[src/rtl/incload_pkg.sv]
package incload_pkg;
  localparam int unsigned DATA_W = 8;
  typedef logic [DATA_W-1:0] word_t;
endpackage

[src/rtl/incload_mux.sv]
module incload_mux #(
  parameter int unsigned W = incload_pkg::DATA_W
) (
  input  logic [W-1:0] ext_word,
  input  logic [W-1:0] fb_word,
  input  logic         pick_fb,
  output logic [W-1:0] chosen
);
  for (genvar b = 0; b < W; b++) begin : g_slice
    assign chosen[b] = pick_fb ? fb_word[b] : ext_word[b];
  end
endmodule

[src/rtl/incload_incr.sv]
module incload_incr #(
  parameter int unsigned W = incload_pkg::DATA_W
) (
  input  logic [W-1:0] a,
  input  logic         bump,
  output logic [W-1:0] f
);
  logic [W-1:0] carry;
  assign carry[0] = bump;
  for (genvar b = 0; b < W; b++) begin : g_bit
    assign f[b] = a[b] ^ carry[b];
    if (b < W - 1) begin : g_chain
      assign carry[b+1] = a[b] & carry[b];
    end
  end
endmodule

[src/rtl/incload_reg.sv]
module incload_reg #(
  parameter int unsigned W = incload_pkg::DATA_W
) (
  input  logic         clk,
  input  logic         clr,
  input  logic         ld,
  input  logic [W-1:0] d,
  output logic [W-1:0] q
);
  always_ff @(posedge clk) begin
    if (ld)       q <= d;
    else if (clr) q <= '0;
  end

  logic armed_q = 1'b0;
  always_ff @(posedge clk) armed_q <= 1'b1;

  p_clear_r1: assert property (@(posedge clk) disable iff (!armed_q)
    (clr && !ld) |=> (q == '0));
  p_load_r2: assert property (@(posedge clk) disable iff (!armed_q)
    ld |=> (q == $past(d)));
  p_ld_over_clr_r3: assert property (@(posedge clk) disable iff (!armed_q)
    (ld && clr) |=> (q == $past(d)));
  p_hold_r4: assert property (@(posedge clk) disable iff (!armed_q)
    (!ld && !clr) |=> $stable(q));
endmodule

[src/rtl/incload_datapath.sv]
module incload_datapath #(
  parameter int unsigned W = incload_pkg::DATA_W
) (
  input  logic         clk,
  input  logic [W-1:0] in_data,
  input  logic         sel,
  input  logic         inc,
  input  logic         clr,
  input  logic         ld,
  output logic [W-1:0] z_out
);
  logic [W-1:0] stored;
  logic [W-1:0] src_word;

  incload_mux #(.W(W)) u_mux (
    .ext_word(in_data), .fb_word(stored), .pick_fb(sel), .chosen(src_word)
  );

  incload_incr #(.W(W)) u_incr (
    .a(src_word), .bump(inc), .f(z_out)
  );

  incload_reg #(.W(W)) u_reg (
    .clk(clk), .clr(clr), .ld(ld), .d(z_out), .q(stored)
  );

  logic armed_q = 1'b0;
  always_ff @(posedge clk) armed_q <= 1'b1;

  p_pass_r5: assert property (@(posedge clk) disable iff (!armed_q)
    !inc |-> (z_out == src_word));
  p_bump_r6: assert property (@(posedge clk) disable iff (!armed_q)
    inc |-> (z_out == W'(src_word + 1'b1)));
  p_src_r7: assert property (@(posedge clk) disable iff (!armed_q)
    !sel |-> (src_word == in_data));
  p_count_r8: assert property (@(posedge clk) disable iff (!armed_q)
    (ld && sel && inc) |=> (stored == W'($past(stored) + 1'b1)));
endmodule

[config.mk]
export PLATFORM = sky130hd
export DESIGN_NAME = incload_datapath
export DESIGN_NICKNAME = d
export VERILOG_FILES = /design/src/rtl/incload_pkg.sv /design/src/rtl/incload_mux.sv /design/src/rtl/incload_incr.sv /design/src/rtl/incload_reg.sv /design/src/rtl/incload_datapath.sv
export SDC_FILE = /design/constraint.sdc
export NUM_CORES = 1
export LEC_CHECK = 0
export ABC_AREA = 1
export BUFFER_PORTS_ARGS = -buffer_cell sky130_fd_sc_hd__buf_2
export CORE_MARGIN = 3
export CORE_UTILIZATION = 40
export CTS_CLUSTER_DIAMETER = 60
export DETAILED_ROUTE_END_ITERATION = 8
export GPL_TIMING_DRIVEN = 0
export PLACE_DENSITY = 0.67
export SLEW_MARGIN = 20
export SYNTH_ARGS = -nofsm -noshare
export SYNTH_HDL_FRONTEND = slang
export SYNTH_SLANG_ARGS = --single-unit
[constraint.sdc]
create_clock -name clk -period 6.7 [get_ports clk]
set_clock_uncertainty 0.2 [all_clocks]
set_input_delay 0 -clock clk [delete_from_list [all_inputs] [get_ports clk]]
set_output_delay 0 -clock clk [all_outputs]
set_load 0.01 [all_outputs]
======== Word level (Yosys, flattened, before mapping) ========
Cells that the tools add are included.
cells by class
  multiplexer cells ....................... 10
  bitwise gates (word level) .............. 15
  reduce and logical (&&, ||, !) cells .... 1
operators by type and width
  operator            number
  8-bit 2-to-1 mux    2
  1-bit 2-to-1 mux    8
  1-bit bitwise XOR   8
  1-bit bitwise AND   7
  2-bit nonzero test  1
storage, ports and cells
  register bits after elaboration ......... 8
  input bits .............................. 13

======== Depth between registers and ports, before layout ========
Gate-level depths: netlist of run 1.
  depth after elaboration ................. 10
  mapped depth ............................ 15
  depth with buffers taken out ............ 14

======== By module ========
From an unflattened synthesis of run 1, not the netlist that was laid out.
second synthesis, totals
  cell total of the unflattened synthesis .. 66
  area total of the unflattened synthesis .. 534.3 um^2
by module, submodules not included
  module        times used  cells each  area an instance (um^2)  sequential area each (um^2)
  incload_reg   1           28          322.8                    240.2
  incload_incr  1           12          106.4                    0.0
  incload_mux   1           26          105.1                    0.0

======== Least setup slack after synthesis of run 1 ========
OpenSTA, ideal clock, no wires.
  path kind ............................... reg-to-reg
  start point ............................. register u_reg.q[0]
  end point ............................... register u_reg.q[6], data pin
  arrival time ............................ 1.899 ns
  setup slack ............................. 4.351 ns
  cell stages (with the launch flop) ...... 12
  period minus slack after synthesis ...... 2.349 ns
  path through ............................ edfxtp_1 nand2_1 nand2_1 ha_1 ha_1 ha_1 ha_1 ha_1 ha_1 ha_1 nand2_1 inv_1
on the way
  longest elaborated chain between the ends .. 9
RTL lines
  element                         line                    source
  start: declaration              incload_reg.sv:8        output logic [W-1:0] q
  start signal: assignment        incload_reg.sv:11       if (ld) q <= d;
  start signal: assignment        incload_reg.sv:12       else if (clr) q <= '0;
  1-bit 2-to-1 mux                incload_mux.sv:10       assign chosen[b] = pick_fb ? fb_word[b] : ext_word[b];
  1-bit bitwise AND (6 in a row)  incload_incr.sv:13      assign carry[b+1] = a[b] & carry[b];
  1-bit bitwise XOR               incload_incr.sv:11      assign f[b] = a[b] ^ carry[b];
  net z_out[6]                    incload_datapath.sv:10  output logic [W-1:0] z_out
  8-bit 2-to-1 mux                incload_reg.sv:11
The timed path passes the listed nets, and every way through them passes these cells.
A chain may end at the register's enable or synchronous reset.

======== Worst setup path in the final report of run 1 ========
  start point ............................. register u_reg.q[0]
  end point ............................... output z_out[7]
on the way
  longest elaborated chain between the ends .. 9
RTL lines
  element                         line
  1-bit 2-to-1 mux                incload_mux.sv:10
  1-bit bitwise AND (7 in a row)  incload_incr.sv:13
  1-bit bitwise XOR               incload_incr.sv:11
  end: declaration                incload_datapath.sv:10
Every way passes these cells.

==> results of run 1 <==
## worst reg2reg max path, cell delays in order, from the launching register on
cell,delay [ns]
edfxtp_1,0.36
nand2_1,0.07
nand2_1,0.05
ha_1,0.17
ha_1,0.18
ha_1,0.18
ha_1,0.18
ha_1,0.18
ha_1,0.18
ha_1,0.21
inv_1,0.07
nand3_2,0.08
nand2_2,0.09
nor2_2,0.03
## layout by cell type (no fill, tap or decap), drive strengths merged
master       Yosys  layout
nand2           33      33
buf              2      20
inv             13      13
edfxtp           8       8
ha               7       7
dlygate4sd3      0       4
clkbuf           0       3
nand3            2       2
or2              1       1
nor2             1       1
## stage by stage
step,hold WS (ns),util [%],worst slack [ns]
after floorplan,-0.0348,-,4.35
after global placement,0.139,55.2,4.25
after detailed placement,0.142,55.2,4.20
after CTS,0.0345,60.4,4.06
after global routing,0.0684,60.4,3.94
final,0.0430,60.4,4.09
## how the worst min path moves through the flow
stage	endpoint	slack [ns]
final	u_reg.q[0]	0.04
after global placement	z_out[0]	0.14
after detailed placement	z_out[0]	0.14
after floorplan	z_out[0]	-0.03
after global routing	u_reg.q[6]	0.07
after CTS	u_reg.q[0]	0.03
## kinds of logic (layout without fill, tap and decap cells)
group	after synthesis	after routing	synth area share (%)
buffers and inverters	15	40	12.9
AND/OR/NAND/NOR	37	37	29.0
flip-flops	8	8	42.6
adder cells (fa/ha/maj)	7	7	15.5
## per-layer routing
layer / vias up / GRT usage, % / wire, µm
li1: 255 / - / -
met1: 194 / 14.3 / 444
met2: 16 / 22.7 / 499
met3: 4 / 2.07 / 81
met4: 0 / 10.8 / 31
met5: - / 0 / 0
## area by class of cell
type                            count  share of cell area, %
Buffer                              2                   2.21
Multi-Input combinational cell     44                   34.2
Timing Repair Buffer               22                   17.7
Sequential cell                     8                   32.7
Clock buffer                        3                   3.07
Tap cell                           14                   2.39
Inverter                           13                   7.67
## power breakdown
group / switching [µW] / internal [µW] / total [µW]
registers: 1.20 / 60.8 / 62.0
logic: 17.6 / 14.8 / 32.3
clock network: 15.9 / 20.5 / 36.4
total: 34.7 / 96.0 / 131
==> summary.md, run 1 <==
| Metric | Value |
|---|---|
| Hold Path Class | `in2reg` |
| CP arrival | `2.41 ns` |
| All-Layer GR Usage | `13.3%` |
| Detail Placement HPWL | `772 µm` |
| Max incr delay on CP | `0.36 ns` |
| Reg-to-Reg End | `u_reg.q[7]` |
| Number of global-route vias before repair | `between 400 and 500` |
| Sum Neg Setup Slack | `0 ns` |
| Post-synth top area share | `a little over two fifths` |
| GRT Residual Overflow | `0` |
| Top flop regs | `u_reg.q (8)` |
| Post-CTS Setup Inserts | `0` |
| Worst EP required | `6.50 ns` |
| Yosys top cell by area | `edfxtp_1` |
| Final Hold Fails | `0` |
| EDFF count, synth | `8` |
| Worst Setup SP | `u_reg.q[0]` |
| Synth top area cells | `edfxtp_1 43%, nand2_1 20%, ha_1 16%, inv_1 8.0%, nand3_2 3.5%` |
| Die Ht | `43.6 µm` |
| Die area | `1900 µm²` |
| Placed Area | `672 µm²` |
| Register area | `240 µm²` |
| Cts repair resizes | `0` |
| Setup crit end | `z_out[7]` |
| Residual DRC | `0` |
| Diode count | `0` |
| Min Clock Period, post-route | `2.61 ns` |
| TritonCTS clock tree | `yes` |
| Yosys reg bits | `8` |
| Worst-skew pair later-pin latency | `0.25 ns` |
| Reg with most FFs | `u_reg.q` |
| Reg2Reg Setup Slack | `roughly 4.2 ns` |
| FFs w/ async S/R, synth | `0%` |
| Main flop type after synthesis | `edfxtp_1` |
| Drt initial violations | `3` |
| Fmax | `383 MHz` |
| Critical path depth in cells | `14` |
| Yosys cell types | `11` |
| Via density | `4.42` |
| Startpoint types | `flip-flop` |
| Area of the core | `1220 µm²` |
| Top cell by count, worst path | `ha_1` |
| Post-CTS Hold Buffers | `4` |
| Final setup fails | `0` |
| R2R cell count | `13` |
| Worst path buffer plus inverter count | `3` |
| Layout cells sized above 1 | `about 34%` |
| H-tree levels | `1` |
| Clock Path Buffers | `2` |
| Hold path start | `in_data[0]` |
| Critical-path top delay cell | `edfxtp_1` |
| Final Max Tran Viols | `0` |
| First-pass GRT wire length | `1800 µm` |
| Static Leak | `0.000451 µW` |
| Cells after synthesis | `67` |
| Clock transition at path regs | `0.05 ns` |
| Fin cells | `106` |
| Slew HR | `87.2%` |
| Port bufs | `18` |
| Sequential element share of the synthesized area | `42.6%` |
| Root buffer cell | `clkbuf_4` |
| Max FFs per register | `8` |
| Count leader, synth | `nand2_1` |
| Post-route ant nets | `0` |
| Top post-synthesis cells by count | `30 x nand2_1, 12 x inv_1, 8 x edfxtp_1` |
| Die width | `43.6 µm` |
| Pin count of the biggest net entering global routing | `11` |
| Cell Chain, Critical Path | `nand2_1 -> nand2_1 -> ha_1 -> ha_1 -> ha_1 -> ha_1 -> ha_1 -> ha_1 -> ha_1 -> inv_1 -> nand3_2 -> nand2_2 -> inv_1 -> buf_2` |
| Top delay family on crit path | `adder cells` |
| Dpl cells | `99` |
| CTS buffer count | `3` |
| Pre-antenna DRT Iters | `3` |
| Initial antenna violation count | `0` |
| Tcrit/Tclk final | `39.0%` |
| Fill cells | `124` |
| Critical setup path kind | `reg2out` |
| Clk sinks | `8` |
| Synth Cell Area | `564 µm²` |
| Initial Util | `46.4%` |
| Worst vdd ir | `82.4 µV` |
| Max FO, Critical Path | `2` |
| Worst slew pin tran | `0.191 ns` |
| IO Count | `21` |
| Power density over the cells | `178 nW/µm²` |
| Post-DR wirelength/cell | `9.97 µm` |
| WL final | `1060 µm` |
| Via count | `469` |
| Pwr Total | `131 µW` |
| Design Area, Final | `734 µm²` |
| Synth warn | `0` |
| GPL Wtd Cong | `~0.74` |
| RSZ-0062 raised after global routing | `false` |
| Area of the multi-input gates | `251 µm²` |
| Post-Syn Nets | `between 80 and 90` |
| Worst Hold Depth | `6` |
| CP endpoint kind | `output port` |
| Nets | `114` |
| Synth-to-Final Area Change | `30.2%` |
| Worst R2R Start | `u_reg.q[0]` |
| FP Rows | `12` |
| Status | `finished clean` |
| Max Cap Viol | `0` |
| Mean Syn Cell Area | `~8.4 µm²` |
Note: power is estimated with default switching activity, not from simulation.
==> run 2: changes to the inputs <==
==> constraint.sdc (replaced) <==
create_clock -name clk -period 2.47 [get_ports clk]
set_clock_uncertainty 0.2 [all_clocks]
set_input_delay 0 -clock clk [delete_from_list [all_inputs] [get_ports clk]]
set_output_delay 0 -clock clk [all_outputs]
set_load 0.01 [all_outputs]
==> summary.md, run 2 (synthesis gave the netlist of run 1 again) <==
| Metric | Value |
|---|---|
| Placed Area | `672 µm²` |
| Cell Chain, Critical Path | `nand2_1 -> nand2_1 -> ha_2 -> ha_4 -> ha_4 -> ha_4 -> ha_4 -> ha_4 -> ha_4 -> inv_2 -> nand3_2 -> nand2_2 -> inv_1 -> buf_2` |
| Fmax | `421 MHz` |
| Port bufs | `18` |
| Die area | `roughly 1900 µm²` |
| Via count | `478` |
| Pwr Total | `370 µW` |
| Max Cap Viol | `0` |
| Power density over the cells | `457 nW/µm²` |
| Worst EP required | `2.27 ns` |
| All-Layer GR Usage | `between 10% and 20%` |
| Die width | `43.6 µm` |
| FP Rows | `12` |
| GRT Residual Overflow | `0` |
| Number of global-route vias before repair | `444` |
| Worst vdd ir | `240 µV` |
| Commonest non-fill, non-tap cell in the layout | `nand2_1` |
| Max incr delay on CP | `0.35 ns` |
| Design Area, Final | `just over 800 µm²` |
| Hold Path Class | `in2reg` |
| Residual DRC | `0` |
| Critical setup path kind | `reg2out` |
| H-tree levels | `1` |
| CP endpoint kind | `output port` |
| Layout cells sized above 1 | `43.5%` |
| Fill cells | `105` |
| Top flop regs | `u_reg.q (8)` |
| Pre-antenna DRT Iters | `2` |
| Initial Util | `a little under half` |
| Reg with most FFs | `u_reg.q` |
| Area of the core | `1220 µm²` |
| First-pass GRT wire length | `1790 µm` |
| Static Leak | `around 0.00044 µW` |
| Final Max Tran Viols | `0` |
| Startpoint types | `flip-flop` |
| Top cell by count, worst path | `ha_4` |
| Pin count of the biggest net entering global routing | `11` |
| Synth-to-Final Area Change | `43.5%` |
| CTS buffer count | `3` |
| WL final | `between 1000 and 1500 µm` |
| Critical-path top delay cell | `edfxtp_1` |
| Die Ht | `~44 µm` |
| Most frequent cells in the layout | `30 x nand2_1, 19 x buf_2, 11 x inv_1` |
| Drt initial violations | `2` |
| Worst-skew pair later-pin latency | `0.25 ns` |
| Post-DR wirelength/cell | `10.7 µm` |
| Max FO, Critical Path | `2` |
| CP arrival | `2.17 ns` |
| Slew HR | `87.3%` |
| Max FFs per register | `8` |
| IO Count | `21` |
| Root buffer cell | `clkbuf_4` |
| Tcrit/Tclk final | `a little over nine tenths` |
| Final Hold Fails | `0` |
| Clock transition at path regs | `about 0.050 ns` |
| Detail Placement HPWL | `772 µm` |
| RSZ-0062 raised after global routing | `true` |
| TritonCTS clock tree | `yes` |
| Post-route ant nets | `0` |
| Initial antenna violation count | `0` |
| Worst slew pin tran | `0.190 ns` |
| Clock Path Buffers | `2` |
| Status | `finished clean` |
| Nets | `114` |
| Via density | `4.51` |
| Worst Hold Depth | `6` |
| Final setup fails | `0` |
| Min Clock Period, post-route | `roughly 2.4 ns` |
| Clk sinks | `8` |
| Diode count | `0` |
| R2R cell count | `14` |
| GPL Wtd Cong | `0.741` |
[run 2: cell count changes in the layout (fill, tap and decap cells not counted)]
| cell | change |
|---|---|
| ha_1 | -7 |
| inv_1 | -1 |
| ha_4 | +6 |
| inv_2 | +1 |
| dlygate4sd3_1 | -1 |
| ha_2 | +1 |
| buf_4 | +1 |
[run 2: timing repair]
action                                  4_1_cts  5_1_grt
hold endpoints to repair                     16        0
gates resized for setup                       8        6
pin swaps                                     2        6
endpoints found under the setup margin        2        2
buffers inserted                              1        0
hold buffers                                  3        0
[run 2: worst max-delay path: cells and delay by family, from the launching register on]
kind	cells	cell delay, ns
and+or+nand+nor	4	0.25
buffers and inverters	3	0.19
DFF	1	0.35
adders and majority gates	7	1.13
[run 2: final cells by class]
type | count | area, µm² | area share [%]
buffer | 2 | 16.3 | 2.01
clock buffer | 3 | 22.5 | 2.78
inverter | 13 | 56.3 | 6.96
multi-input combinational | 44 | 329 | 40.6
sequential | 8 | 240 | 29.7
tap | 14 | 17.5 | 2.16
timing repair buffer | 22 | 128 | 15.8
[run 2: final timing paths]
path	startpoint	end	slack (ns)
setup / recovery	u_reg.q[0]	z_out[7]	0.1
hold / removal	in_data[6]	u_reg.q[6]	0.07
setup reg to reg	u_reg.q[0]	u_reg.q[7]	0.13
hold reg to reg	u_reg.q[0]	u_reg.q[0]	0.58
[run 2: per-stage QoR]
step / worst slack, ns / util [%] / cells / TNS, ns / hold WS, ns
2_1_floorplan: 0.121 / - / 67 / 0 / -0.0348
3_3_place_gp: 0.0171 / 55.2 / 99 / 0 / 0.139
3_5_place_dp: -0.0284 / 55.2 / 99 / -0.0284 / 0.142
4_1_cts: 0.00561 / 61.6 / 106 / 0 / 0.0441
5_1_grt: -0.00926 / 66.6 / 106 / -0.00926 / 0.0795
6_report: 0.0974 / 66.6 / 106 / 0 / 0.0651
[run 2: per-layer routing]
layer / share of wire (%) / up-vias / GRT usage, %
met5: 0 / - / 0
met4: 2.7 / 0 / 10.8
met3: 6.7 / 4 / 2.07
met2: 52 / 16 / 22.7
met1: 39 / 203 / 14.3
li1: - / 255 / -
[run 2: power by group]
group	switching, µW	total, µW	internal, µW
Clock	43.1	98.7	55.5
Sequential	3.24	168	165
Combinational	55.1	103	48.2
Total	101	370	269
